--- src/rtl/memchk_pkg.sv ---
package memchk_pkg;
    typedef enum logic [1:0] {
        ST_IDLE,
        ST_WR_CMD,
        ST_RD_CMD,
        ST_RD_WAIT
    } seq_state_t;

    localparam logic [2:0] RGB_OFF   = 3'b000;
    localparam logic [2:0] RGB_BLUE  = 3'b001;
    localparam logic [2:0] RGB_GREEN = 3'b010;
    localparam logic [2:0] RGB_RED   = 3'b100;
endpackage

--- src/rtl/memchk_btn_edge.sv ---
module memchk_btn_edge #(
    parameter int N = 4
) (
    input  logic         clk,
    input  logic         rst_n,
    input  logic [N-1:0] btn,
    output logic [N-1:0] rise
);
    logic [N-1:0] btn_q;

    always_ff @(posedge clk) begin
        if (!rst_n) btn_q <= '0;
        else        btn_q <= btn;
    end

    assign rise = btn & ~btn_q;
endmodule

--- src/rtl/memchk_seq.sv ---
module memchk_seq
    import memchk_pkg::*;
#(
    parameter int          DW       = 128,
    parameter int          WW       = 16,
    parameter int          AW       = 28,
    parameter logic [AW-1:0] PRI_ADDR = 28'h0000100,
    parameter logic [AW-1:0] SEC_ADDR = 28'h0000200,
    parameter logic [WW-1:0] PRI_WORD = 16'h1234,
    parameter logic [WW-1:0] SEC_WORD = 16'h5A0F
) (
    input  logic          clk,
    input  logic          rst_n,
    input  logic [3:0]    rise,
    input  logic          mem_rdy,
    input  logic          mem_rvalid,
    input  logic [DW-1:0] mem_rdata,
    output logic          mem_cmd_en,
    output logic          mem_cmd_wr,
    output logic [AW-1:0] mem_addr,
    output logic [DW-1:0] mem_wdata,
    output logic [3:0]    led,
    output logic [1:0]    wr_done,
    output logic [1:0]    rd_start,
    output logic [1:0]    rd_done,
    output logic          rd_match
);
    localparam int NWORDS = DW / WW;
    localparam logic [DW-1:0] PRI_PAT = {NWORDS{PRI_WORD}};
    localparam logic [DW-1:0] SEC_PAT = {NWORDS{SEC_WORD}};

    seq_state_t state, state_nxt;
    logic       loc, loc_nxt;
    logic [1:0] pick;
    logic       any;
    logic [DW-1:0] pat;

    // lowest-numbered rising button wins
    always_comb begin
        any  = 1'b0;
        pick = 2'd0;
        for (int i = 3; i >= 0; i--) begin
            if (rise[i]) begin
                any  = 1'b1;
                pick = 2'(i);
            end
        end
    end

    always_ff @(posedge clk) begin
        if (!rst_n) begin
            state <= ST_IDLE;
            loc   <= 1'b0;
        end else begin
            state <= state_nxt;
            loc   <= loc_nxt;
        end
    end

    always_comb begin
        state_nxt = state;
        loc_nxt   = loc;
        unique case (state)
            ST_IDLE: begin
                if (any) begin
                    loc_nxt   = pick[0];
                    state_nxt = pick[1] ? ST_RD_CMD : ST_WR_CMD;
                end
            end
            ST_WR_CMD:  if (mem_rdy)    state_nxt = ST_IDLE;
            ST_RD_CMD:  if (mem_rdy)    state_nxt = ST_RD_WAIT;
            ST_RD_WAIT: if (mem_rvalid) state_nxt = ST_IDLE;
            default:                    state_nxt = ST_IDLE;
        endcase
    end

    always_comb begin
        pat        = loc ? SEC_PAT : PRI_PAT;
        mem_cmd_en = (state == ST_WR_CMD) || (state == ST_RD_CMD);
        mem_cmd_wr = (state == ST_WR_CMD);
        mem_addr   = loc ? SEC_ADDR : PRI_ADDR;
        mem_wdata  = pat;
        rd_match   = (mem_rdata == pat);
        wr_done    = (state == ST_WR_CMD && mem_rdy) ? (2'b01 << loc) : 2'b00;
        rd_done    = (state == ST_RD_WAIT && mem_rvalid) ? (2'b01 << loc) : 2'b00;
        rd_start   = (state == ST_IDLE && any && pick[1]) ? (2'b01 << pick[0]) : 2'b00;
    end

    always_ff @(posedge clk) begin
        if (!rst_n)                      led <= 4'hF;
        else if (state == ST_IDLE && any) led <= 4'b0001 << pick;
    end

    assert_cmd_hold_R8: assert property (@(posedge clk) disable iff (!rst_n)
        mem_cmd_en && !mem_rdy |=> mem_cmd_en && $stable(mem_addr) && $stable(mem_cmd_wr));

    assert_busy_ignore_R7: assert property (@(posedge clk) disable iff (!rst_n)
        (state != ST_IDLE) && (rise != 4'b0) |=> $stable(led));

    assert_led_shape_R2: assert property (@(posedge clk) disable iff (!rst_n)
        (led == 4'hF) || $onehot(led));
endmodule

--- src/rtl/memchk_rgb.sv ---
module memchk_rgb
    import memchk_pkg::*;
(
    input  logic       clk,
    input  logic       rst_n,
    input  logic       wr_done,
    input  logic       rd_start,
    input  logic       rd_done,
    input  logic       rd_match,
    output logic [2:0] rgb
);
    always_ff @(posedge clk) begin
        if (!rst_n)        rgb <= RGB_OFF;
        else if (rd_start) rgb <= RGB_OFF;
        else if (wr_done)  rgb <= RGB_BLUE;
        else if (rd_done)  rgb <= rd_match ? RGB_GREEN : RGB_RED;
    end

    assert_rgb_code_R10: assert property (@(posedge clk) disable iff (!rst_n)
        $onehot0(rgb));

    assert_green_src_R6: assert property (@(posedge clk) disable iff (!rst_n)
        $rose(rgb[1]) |-> $past(rd_done && rd_match));

    assert_pending_dark_R5: assert property (@(posedge clk) disable iff (!rst_n)
        rd_start |=> rgb == RGB_OFF);
endmodule

--- src/rtl/memchk_top.sv ---
module memchk_top
    import memchk_pkg::*;
#(
    parameter int          DW       = 128,
    parameter int          WW       = 16,
    parameter int          AW       = 28,
    parameter logic [AW-1:0] PRI_ADDR = 28'h0000100,
    parameter logic [AW-1:0] SEC_ADDR = 28'h0000200,
    parameter logic [WW-1:0] PRI_WORD = 16'h1234,
    parameter logic [WW-1:0] SEC_WORD = 16'h5A0F
) (
    input  logic          clk,
    input  logic          rst_n,
    input  logic [3:0]    btn,
    input  logic          mem_rdy,
    output logic          mem_cmd_en,
    output logic          mem_cmd_wr,
    output logic [AW-1:0] mem_addr,
    output logic [DW-1:0] mem_wdata,
    input  logic          mem_rvalid,
    input  logic [DW-1:0] mem_rdata,
    output logic [3:0]    led,
    output logic [2:0]    rgb_pri,
    output logic [2:0]    rgb_sec
);
    localparam int NLOC = 2;

    logic [3:0]      rise;
    logic [NLOC-1:0] wr_done, rd_start, rd_done;
    logic            rd_match;
    logic [2:0]      rgb_arr [NLOC];

    memchk_btn_edge #(.N(4)) u_edge (
        .clk(clk), .rst_n(rst_n), .btn(btn), .rise(rise)
    );

    memchk_seq #(
        .DW(DW), .WW(WW), .AW(AW), .PRI_ADDR(PRI_ADDR), .SEC_ADDR(SEC_ADDR),
        .PRI_WORD(PRI_WORD), .SEC_WORD(SEC_WORD)
    ) u_seq (
        .clk(clk), .rst_n(rst_n), .rise(rise),
        .mem_rdy(mem_rdy), .mem_rvalid(mem_rvalid), .mem_rdata(mem_rdata),
        .mem_cmd_en(mem_cmd_en), .mem_cmd_wr(mem_cmd_wr), .mem_addr(mem_addr),
        .mem_wdata(mem_wdata), .led(led),
        .wr_done(wr_done), .rd_start(rd_start), .rd_done(rd_done), .rd_match(rd_match)
    );

    for (genvar g = 0; g < NLOC; g++) begin : g_loc
        memchk_rgb u_rgb (
            .clk(clk), .rst_n(rst_n),
            .wr_done(wr_done[g]), .rd_start(rd_start[g]),
            .rd_done(rd_done[g]), .rd_match(rd_match),
            .rgb(rgb_arr[g])
        );
    end

    assign rgb_pri = rgb_arr[0];
    assign rgb_sec = rgb_arr[1];
endmodule

--- config.mk ---
export PLATFORM = sky130hd
export DESIGN_NAME = memchk_top
export DESIGN_NICKNAME = d
export VERILOG_FILES = /design/src/rtl/memchk_pkg.sv /design/src/rtl/memchk_btn_edge.sv /design/src/rtl/memchk_seq.sv /design/src/rtl/memchk_rgb.sv /design/src/rtl/memchk_top.sv
export SDC_FILE = /design/constraint.sdc
export NUM_CORES = 1
export LEC_CHECK = 0
export ABC_CLOCK_PERIOD_IN_PS = 3000
export BUFFER_PORTS_ARGS = -buffer_cell sky130_fd_sc_hd__buf_2
export CORE_AREA = 4 4 115 117
export DETAILED_ROUTE_END_ITERATION = 6
export DIE_AREA = 0 0 119 121
export REMOVE_ABC_BUFFERS = 1
export SETUP_SLACK_MARGIN = 0.4
export SYNTH_ARGS = -nofsm -noshare
export SYNTH_HDL_FRONTEND = slang
export SYNTH_HIERARCHICAL = 1
export SYNTH_SLANG_ARGS = --single-unit
--- constraint.sdc ---
create_clock -name clk -period 3 [get_ports clk]
set_clock_uncertainty 0.1 [all_clocks]
set_input_delay 0.3 -clock clk [delete_from_list [all_inputs] [get_ports clk]]
set_output_delay 0.3 -clock clk [all_outputs]
set_load 0.03 [all_outputs]
==> results of run 1 <==
-- cells by family after synthesis --
kind of cell / Yosys count / share of synthesized area (%)
DFF: 17 / 13.5
AOI/OAI and AO/OA: 18 / 5.40
muxes: 2 / 0.793
buffers and inverters: 162 / 47.1
and+or+nand+nor: 118 / 30.5
adders and majority gates: 5 / 2.48
other: 2 / 0.297
-- cell usage after synthesis, types with 2 or more instances --
master and instances:
a21oi_1 3, a311o_1 2, and2_1 5, and3_1 2
and4_1 6, buf_4 155, clkbuf_1 2, conb_1 2
dfxtp_1 17, ha_1 5, inv_1 5, mux2i_1 2
nand2_1 12, nand2b_1 5, nand3_1 6, nand3b_1 4
nand4_1 11, nor2_1 15, nor2b_1 8, nor3b_1 2
nor4_1 9, nor4b_1 11, nor4bb_1 8, o211a_1 2
o21ai_0 2, o22ai_1 2, or3_1 2, or3b_1 2
or4_1 3, or4bb_1 2
-- worst paths after layout --
| path | slack (ns) | endpoint | from |
|---|---|---|---|
| worst min-delay path | 0.16 | u_edge/btn_q[3] | btn[3] |
| worst min register to register | 0.36 | u_seq/led[3] | u_seq/led[3] |
| worst max-delay path | 0.65 | g_loc[0].u_rgb/rgb[2] | u_seq/loc |
| worst max register to register | 0.65 | g_loc[0].u_rgb/rgb[2] | u_seq/loc |
-- layout by cell type (no fill, tap or decap), types with 3 or more instances in the layout --
cell type and n:
a21oi_1 3, and2_1 5, and4_1 6, buf_2 205
buf_4 4, clkbuf_16 3, conb_1 98, dfxtp_1 16
ha_1 5, inv_1 5, nand2_1 12, nand2b_1 5
nand3_1 6, nand3b_1 4, nand4_1 11, nor2_1 15
nor2b_1 8, nor4_1 9, nor4b_1 11, nor4bb_1 8
or4_1 3
-- metal layers --
| metal | wire length, um | vias up | global-route usage, % |
|---|---|---|---|
| met1 | 2730 | 1034 | 9.95 |
| li1 | - | 1185 | - |
| met4 | 32 | 2 | 1.52 |
| met2 | 3800 | 130 | 16.5 |
| met5 | 7 | - | 0 |
| met3 | 895 | 4 | 3.03 |
-- worst max-delay path: stages (launching register included) --
cell       delay [ns]
dfxtp_2          0.50
buf_4            0.27
nand4_1          0.09
or3_1            0.32
a2111oi_0        0.45
and4_1           0.33
nand2b_1         0.12
a21oi_1          0.05
-- metrics by stage --
step           area [um2]  std cells
6_report             3070        648
5_1_grt              3070        648
4_1_cts              3070        648
3_5_place_dp         2990        644
3_3_place_gp         2990        644
2_1_floorplan        1720        263
-- sequential cells by signal (all words and copies together) (netlist names) --
| signal | count |
|---|---|
| g_loc.u_rgb/rgb | 6 |
| u_seq/loc | 1 |
| u_seq/led | 4 |
| u_edge/btn_q | 4 |
| u_seq/state | 2 |
-- final cells by class --
cell class | instances | area (um2) | share of cell area, %
Inverter | 5 | 18.8 | 0.612
Clock inverter | 1 | 5.00 | 0.163
Clock buffer | 3 | 75.1 | 2.45
Timing Repair Buffer | 209 | 1060 | 34.4
Tap cell | 172 | 215 | 7.01
Sequential cell | 17 | 342 | 11.1
Multi-Input combinational cell | 241 | 1360 | 44.2
-- power groups by stage --
stage                     Clock [mW]  Combinational (mW)  Sequential [mW]
after global routing           0.287                1.61            0.326
after detailed placement           0                1.53            0.322
after global placement             0                1.53            0.320
after CTS                      0.277                1.53            0.317
after floorplan                    0               0.525            0.578
final                          0.271                1.52            0.313
==> run summary, run 1 <==
Syn_area_per_cell: 7.80 um2
Area Overhead vs Synth: 21.4%
Max-slew violation count: 0
Core footprint: 0.0124 mm2
Clk Latency, worst-skew pair: 0.25 ns
Vias per std cell: 3.63
Syn. warnings: 6
Wire per inst: 11.5 um
Crit Path Category: reg2reg
Power share of the combinational group: 72.2%
Die X: 119 um
Synth top area share: 46.1%
Total CTS buffers: 3
Post-CTS Setup Bufs: 0
Starting density of the core: 20.4%
Via count: 2355
Peak Freq: 0.426 GHz
Hold/Removal Path Class: in2reg
Crit path DAT: 2.39 ns
Top Ports: 304
Rows: 41
Status: finished, final reports clean
Final hold violations: 0
Largest net degree at the start of global routing: 22
Worst R2R Path Depth: 7
Share of layout cells above drive strength 1: 45.6%
Post-synthesis cell type count: 42
Peak supply drop: 0.638 mV
Routed WL: 7470 um
Setup Slack @ Placement: 0.498 ns
WP data required: 3.04 ns
Startpoint types: flop
Vias in the first global route: 2082
Setup violators final: 0
Pwr Density: 685 mW/mm2
Yosys reg bits: 17
Clk pin slew, worst setup/hold paths: 0.06 ns
CTS tree: yes
P_leak: 1.66 nW
IO Port Bufs: 205
Post-synth EDFFs: 0
Int Pwr: 0.854 mW
Post-Synthesis Cell Area: 0.00253 mm2
Resized cells post-CTS: 0
Drc violations: 0
Setup ws final: 0.652 ns
P_sw: 1.25 mW
Die height: 121 um
Ys async rst share: 0%
Min-Delay Path Depth: 2
Clock sink count: 17
Area contributors post-synth: buf_4, dfxtp_1, nor4b_1
Drt initial violations: 53
Mapped Cells: 324
Global-route usage over all layers: 8.89%
Hold-fix buffers, CTS: 0
Root buffer cell: clkbuf_16
Gr ovfl total: 0
Commonest register cell after synthesis: dfxtp_1
Crit-path max FO: 18
First-pass GRT wire length: 10500 um
Router iterations before antenna repair: 4
Clock power frac: 12.9%
Initial antenna violation count: 1
Fin crit period: 2.35 ns
Crit end category: flop
RSZ-0062 raised after global routing: false
Number of max-cap violations: 0
Post-synth top area cell: buf_4
Reg power frac: 14.9%
HPWL Detailed: 6830 um
# diodes: 0
Clock buffer depth: 2
# nets final: 618
Post-layout util: 24.8%
H-tree Lvls: 1
Final RePlAce weighted congestion: 0.747
Switching share of power: 59.3%
Final total power: 2.10 mW
Sequential area share after synthesis: 13.5%
Worst hold margin: 0.163 ns
Final worst path period share: 78.3%
Setup total negative slack: 0 ns
Routed Antenna Nets: 0
Die area: 0.0144 mm2
Fillers: 1400
No activity file was read; power rests on OpenSTA's default activity.
==> inputs of run 2 (changes only) <==
--- a/config.mk
+++ b/config.mk
@@ -5,7 +5,7 @@
 export SDC_FILE = /design/constraint.sdc
 export NUM_CORES = 1
 export LEC_CHECK = 0
-export ABC_CLOCK_PERIOD_IN_PS = 3000
+export ABC_CLOCK_PERIOD_IN_PS = 2200
 export BUFFER_PORTS_ARGS = -buffer_cell sky130_fd_sc_hd__buf_2
 export CORE_AREA = 4 4 115 117
 export DETAILED_ROUTE_END_ITERATION = 6
==> constraint.sdc (replaced) <==
create_clock -name clk -period 2.2 [get_ports clk]
set_clock_uncertainty 0.1 [all_clocks]
set_input_delay 0.22 -clock clk [delete_from_list [all_inputs] [get_ports clk]]
set_output_delay 0.22 -clock clk [all_outputs]
set_load 0.03 [all_outputs]
==> run 2 against run 1 <==
Global-route usage rose by 0.19 points. Clock power increased by 34%. Cell count up 0.93%. Power rose by 41%. Die area unchanged. Design area is 2.9% higher. Highest routed layer is now met4. First-iteration DRC count up 9.4%. Via count up 1.1%. Maximum frequency grew 8.6%. Critical path type unchanged. Register-to-register slack worse by 0.61 ns. Non-clock buffer count increased by 6. Largest cell class unchanged.
==> run summary, run 2 (synthesis results as in run 1) <==
Reg2reg setup slack: 0.04 ns (-0.61 ns)
Gr ovfl total: 0 (unchanged)
Final worst path period share: 98.3% (+20 points)
Drc violations: 0 (unchanged)
Peak Freq: 0.462 GHz (+8.6%)
Fin crit period: 2.16 ns (-0.185 ns)
Number of max-cap violations: 0 (unchanged)
Via count: 2382 (+1.1%)
Global-route usage over all layers: 9.08% (+0.19 points)
Slowest cell on crit path: a2111oi_0
Post-DP Area: 0.00303 mm2 (+1.3%)
Setup total negative slack: 0 ns (unchanged)
P_leak: 1.69 nW (+2.1%)
Largest net degree at the start of global routing: 26 (+18%)
Root buffer cell: clkbuf_16
Reg with most FFs: g_loc.u_rgb/rgb
Sequential cell area: 345 um2 (+1.1%)
Rows: 41 (unchanged)
Final RePlAce weighted congestion: 0.723 (-3.2%)
Die area: 0.0144 mm2 (unchanged)
Fillers: 1384 (-1.1%)
CTS tree: yes
HPWL Detailed: 7000 um (+2.5%)
Largest register FFs: 6 (unchanged)
Setup ws final: 0.0372 ns (-0.615 ns)
Crit Path Category: reg2reg
Startpoint types: flop
Setup Slack @ Placement: -0.263 ns (-0.761 ns)
Starting density of the core: 20.4% (unchanged)
Critical Path, Cell by Cell: buf_8 > nor4_1 > nand3_1 > a2111oi_0 > and4_1 > nand2b_1 > a21oi_1
Worst R2R Path Depth: 7 (unchanged)
Delay-heaviest family, CP: simple AND/OR/NAND/NOR gates
Clock buffer depth: 2 (unchanged)
Router iterations before antenna repair: 4 (unchanged)
Levels on crit path: 7 (unchanged)
Routed WL: 7730 um (+3.5%)
H-tree Lvls: 1 (unchanged)
WP data required: 2.24 ns (-0.80 ns)
Hold-fix buffers, CTS: 0 (unchanged)
IO Port Bufs: 205 (unchanged)
Final instance area: 0.00316 mm2 (+2.9%)
# nets final: 624 (+0.97%)
Status: finished, final reports clean
Die height: 121 um (unchanged)
Share of layout cells above drive strength 1: 46.9% (+1.3 points)
Die X: 119 um (unchanged)
Most frequent cells in the layout: buf_2, conb_1, nor2_1, dfxtp_1, nand2_1
Commonest non-fill, non-tap cell in the layout: buf_2
Initial antenna violation count: 0 (-1)
Hold/Removal Path Class: in2reg
Crit-path max cell delay: 0.48 ns (-0.02 ns)
Fin cells: 654 (+0.93%)
Wire per inst: 11.8 um (+2.6%)
Max-slew violation count: 0 (unchanged)
Vias per std cell: 3.64 (+0.22%)
Routed Antenna Nets: 0 (unchanged)
Worst setup startpoint: u_seq/loc
Crit path DAT: 2.20 ns (-0.19 ns)
# diodes: 0 (unchanged)
Crit end category: flop
Vias in the first global route: 2040 (-2.0%)
Core footprint: 0.0124 mm2 (unchanged)
Crit-path max FO: 11 (-7)
Pwr Density: 936 mW/mm2 (+37%)
Clock sink count: 17 (unchanged)
Total CTS buffers: 3 (unchanged)
Clk Latency, worst-skew pair: 0.25 ns (about the same)
Clk pin slew, worst setup/hold paths: 0.05 ns (about the same)
Peak supply drop: 0.894 mV (+40%)
Drt initial violations: 58 (+9.4%)
Final hold violations: 0 (unchanged)
CP endpoint: g_loc[0].u_rgb/rgb[2]
Min-delay src: btn[3]
Biggest regs: g_loc.u_rgb/rgb x6, u_edge/btn_q x4, u_seq/led x4
Top Ports: 304 (unchanged)
Area Overhead vs Synth: 24.9%
Setup violators final: 0 (unchanged)
Placed cell count: 649 (+0.78%)
Area occupied by multi-input gates: 0.00138 mm2 (+1.9%)
WP buf/inv: 1 (unchanged)
Worst r2r src: u_seq/loc
First-pass GRT wire length: 10600 um (+0.92%)
RSZ-0062 raised after global routing: true
Reg2reg end: g_loc[0].u_rgb/rgb[2]
-- run 2: report_power, final --
| group | switching [mW] | internal (mW) | total [mW] |
|---|---|---|---|
| combinational | 1.56 | 0.610 | 2.17 |
| clock | 0.118 | 0.246 | 0.364 |
| sequential | 0.0448 | 0.376 | 0.421 |
-- run 2: worst min path at each step --
stage | endpoint | slack, ns | depth (start not counted)
floorplan | u_seq/led[0] | 0.19 | 1
global placement | u_edge/btn_q[0] | 0.34 | 2
detailed placement | u_edge/btn_q[0] | 0.34 | 2
CTS | u_edge/btn_q[0] | 0.09 | 2
global route | u_edge/btn_q[2] | 0.09 | 2
finish | u_edge/btn_q[3] | 0.09 | 2
-- run 2: final cells by class --
class                   instances  share of cell area, %
clock buffers                   4                   2.50
well taps                     172                   6.82
repair buffers                215                   35.3
inverters                       5                  0.595
multi-input cells             241                   43.8
flip-flops and latches         17                   10.9
-- run 2: layer usage --
layer | GRT usage (%) | share of wire [%]
met4 | 1.96 | 0.84
met2 | 16.7 | 52
met1 | 10.4 | 37
met3 | 2.47 | 9.8
met5 | 0 | 0
-- run 2: repair_timing --
| item | CTS | global route |
|---|---|---|
| setup endpoints to repair | 6 | 8 |
| buffers inserted | 1 | 0 |
| gates resized for setup | 7 | 3 |
| pin swaps | 4 | 4 |
-- run 2: stage by stage --
step	power [mW]	hold WS [ns]	utilization [%]
floorplan	1.38	0.192	-
global placement	2.55	0.337	24.5
detailed placement	2.55	0.340	24.5
CTS	2.96	0.0871	25.4
global route	3.14	0.0949	25.5
finish	2.95	0.0858	25.5
==> inputs of run 3 (changes only) <==
--- a/config.mk
+++ b/config.mk
@@ -11,7 +11,7 @@
 export DETAILED_ROUTE_END_ITERATION = 6
 export DIE_AREA = 0 0 119 121
 export REMOVE_ABC_BUFFERS = 1
-export SETUP_SLACK_MARGIN = 0.4
+export SETUP_SLACK_MARGIN = 0.2
 export SYNTH_ARGS = -nofsm -noshare
 export SYNTH_HDL_FRONTEND = slang
 export SYNTH_HIERARCHICAL = 1
==> run 3 against run 2 <==
Sequential cell count stayed put. Critical path depth shrank 1. Maximum frequency is 0.50% lower. Setup slack got worse by 0.011 ns. Clock power about the same. Via count about the same. Sequential power decreased by 1%. Hold slack about the same. Combinational power about the same. Highest routed layer unchanged. Largest power group unchanged. Non-clock buffer count unchanged. Cell count is the same. Wire length fell by 1.2%.
==> run summary, run 3 (synthesis results as in run 1) <==
Area occupied by multi-input gates: 0.00137 mm2 (-1.0%)
Routed Antenna Nets: 0 (unchanged)
Final worst path period share: 98.8% (+0.49 points)
Gr ovfl total: 0 (unchanged)
Clk pin slew, worst setup/hold paths: 0.05 ns (about the same)
Die height: 121 um (unchanged)
RSZ-0062 raised after global routing: true
Die X: 119 um (unchanged)
Hold-fix buffers, CTS: 0 (unchanged)
Rows: 41 (unchanged)
Core footprint: 0.0124 mm2 (unchanged)
Final hold violations: 0 (unchanged)
Global-route usage over all layers: 9.09% (+0.0099 points)
First-pass GRT wire length: 10600 um (+0.13%)
Root buffer cell: clkbuf_16
Setup ws final: 0.0265 ns (-0.0108 ns)
Worst Hold End: u_edge/btn_q[3]
Starting density of the core: 20.4% (unchanged)
Vias in the first global route: 2043 (+0.15%)
Startpoint types: flop
Sequential cell area: 344 um2 (-0.36%)
Setup violators final: 0 (unchanged)
Crit-path max FO: 5 (-6)
Reg with most FFs: g_loc.u_rgb/rgb
Crit path DAT: 2.21 ns (about the same)
Final total power: 2.92 mW (-1.2%)
IO Port Bufs: 205 (unchanged)
Status: finished, final reports clean
Reg2reg setup slack: 0.03 ns (about the same)
Clock buffer depth: 2 (unchanged)
Vias per std cell: 3.64 (about the same)
P_leak: 1.69 nW (-0.15%)
Fin crit period: 2.17 ns (+0.0108 ns)
CTS tree: yes
Min-delay src: btn[3]
Top Ports: 304 (unchanged)
Total CTS buffers: 3 (unchanged)
Initial antenna violation count: 0 (unchanged)
Max-slew violation count: 0 (unchanged)
Peak supply drop: 0.894 mV (about the same)
HPWL Detailed: 7000 um (unchanged)
# diodes: 0 (unchanged)
Router iterations before antenna repair: 4 (unchanged)
Worst r2r src: u_seq/loc
Number of max-cap violations: 0 (unchanged)
H-tree Lvls: 1 (unchanged)
Wire per inst: 11.7 um (-1.2%)
Final RePlAce weighted congestion: 0.723 (unchanged)
Post-layout util: 25.4% (-0.12 points)
Peak Freq: 0.460 GHz (-0.50%)
Reg2reg end: g_loc[0].u_rgb/rgb[2]
Clk Latency, worst-skew pair: 0.25 ns (about the same)
Die area: 0.0144 mm2 (unchanged)
# nets final: 624 (unchanged)
Drc violations: 0 (unchanged)
Routed WL: 7640 um (-1.2%)
Setup Slack @ Placement: -0.263 ns (unchanged)
Area Overhead vs Synth: 24.3%
Worst R2R Path Depth: 6 (-1)
Biggest regs: g_loc.u_rgb/rgb x6, u_edge/btn_q x4, u_seq/led x4
Via count: 2381 (-0.042%)
Crit end category: flop
Crit Path Category: reg2reg
Largest net degree at the start of global routing: 26 (unchanged)
Largest register FFs: 6 (unchanged)
Share of layout cells above drive strength 1: 46.5% (-0.41 points)
WP data required: 2.24 ns (about the same)
Hold/Removal Path Class: in2reg
Most frequent cells in the layout: buf_2, conb_1, dfxtp_1, nor2_1, nand2_1
Clock sink count: 17 (unchanged)
Drt initial violations: 61 (+5.2%)
Worst hold margin: 0.0859 ns (+0.0000788 ns)
Fillers: 1385 (+0.072%)
Min-Delay Path Depth: 2 (unchanged)
Pwr Density: 929 mW/mm2 (-0.74%)
Commonest non-fill, non-tap cell in the layout: buf_2
run 3: area by class of cell:
cell class	count	area share, %
multi-input combinational	241	43.6
timing repair buffer	215	35.5
inverter	5	0.598
sequential	17	11.0
clock buffer	4	2.51
tap	172	6.85
run 3: where the power goes:
group,internal (mW),total [mW],switching [mW]
Clock,0.246,0.364,0.118
Combinational,0.595,2.14,1.54
Sequential,0.374,0.417,0.0431
run 3: routing by layer:
metal	up-vias	track usage, %	wire length, um
met1	1044	10.5	2780
li1	1195	-	-
met4	0	1.96	65
met3	5	2.47	817
met2	137	16.7	3970
met5	-	0	0
run 3: what timing repair did:
item	in CTS	in global routing
gates resized for setup	5	1
pin swaps	4	3
gates cloned	0	0
setup buffers	1	0
setup endpoints to repair	4	6
run 3: worst max-delay path by stage:
stage / startpoint / end / depth (start not counted)
final: u_seq/loc / g_loc[0].u_rgb/rgb[2] / 6
after global routing: u_seq/loc / g_loc[0].u_rgb/rgb[2] / 6
after CTS: mem_rdata[36] / g_loc[0].u_rgb/rgb[2] / 7
after detailed placement: mem_rdata[75] / g_loc[1].u_rgb/rgb[2] / 7
after global placement: mem_rdata[75] / g_loc[0].u_rgb/rgb[2] / 7
after floorplan: u_seq/loc / g_loc[0].u_rgb/rgb[2] / 6
run 3: per-stage QoR:
step | TNS, ns | cells | cell area [um2]
finish | 0 | 654 | 3140
global route | -0.145 | 654 | 3140
CTS | -0.0378 | 654 | 3130
detailed placement | -0.964 | 649 | 3030
global placement | -0.778 | 649 | 3030
floorplan | -678.69 | 263 | 1720
run 3: critical path, cell delays in order, from the launching register on:
cell	delay [ns]
dfxtp_4	0.37
or4bb_1	0.39
or3_1	0.33
a222oi_1	0.38
and4_1	0.32
nand2b_1	0.12
a21oi_1	0.06
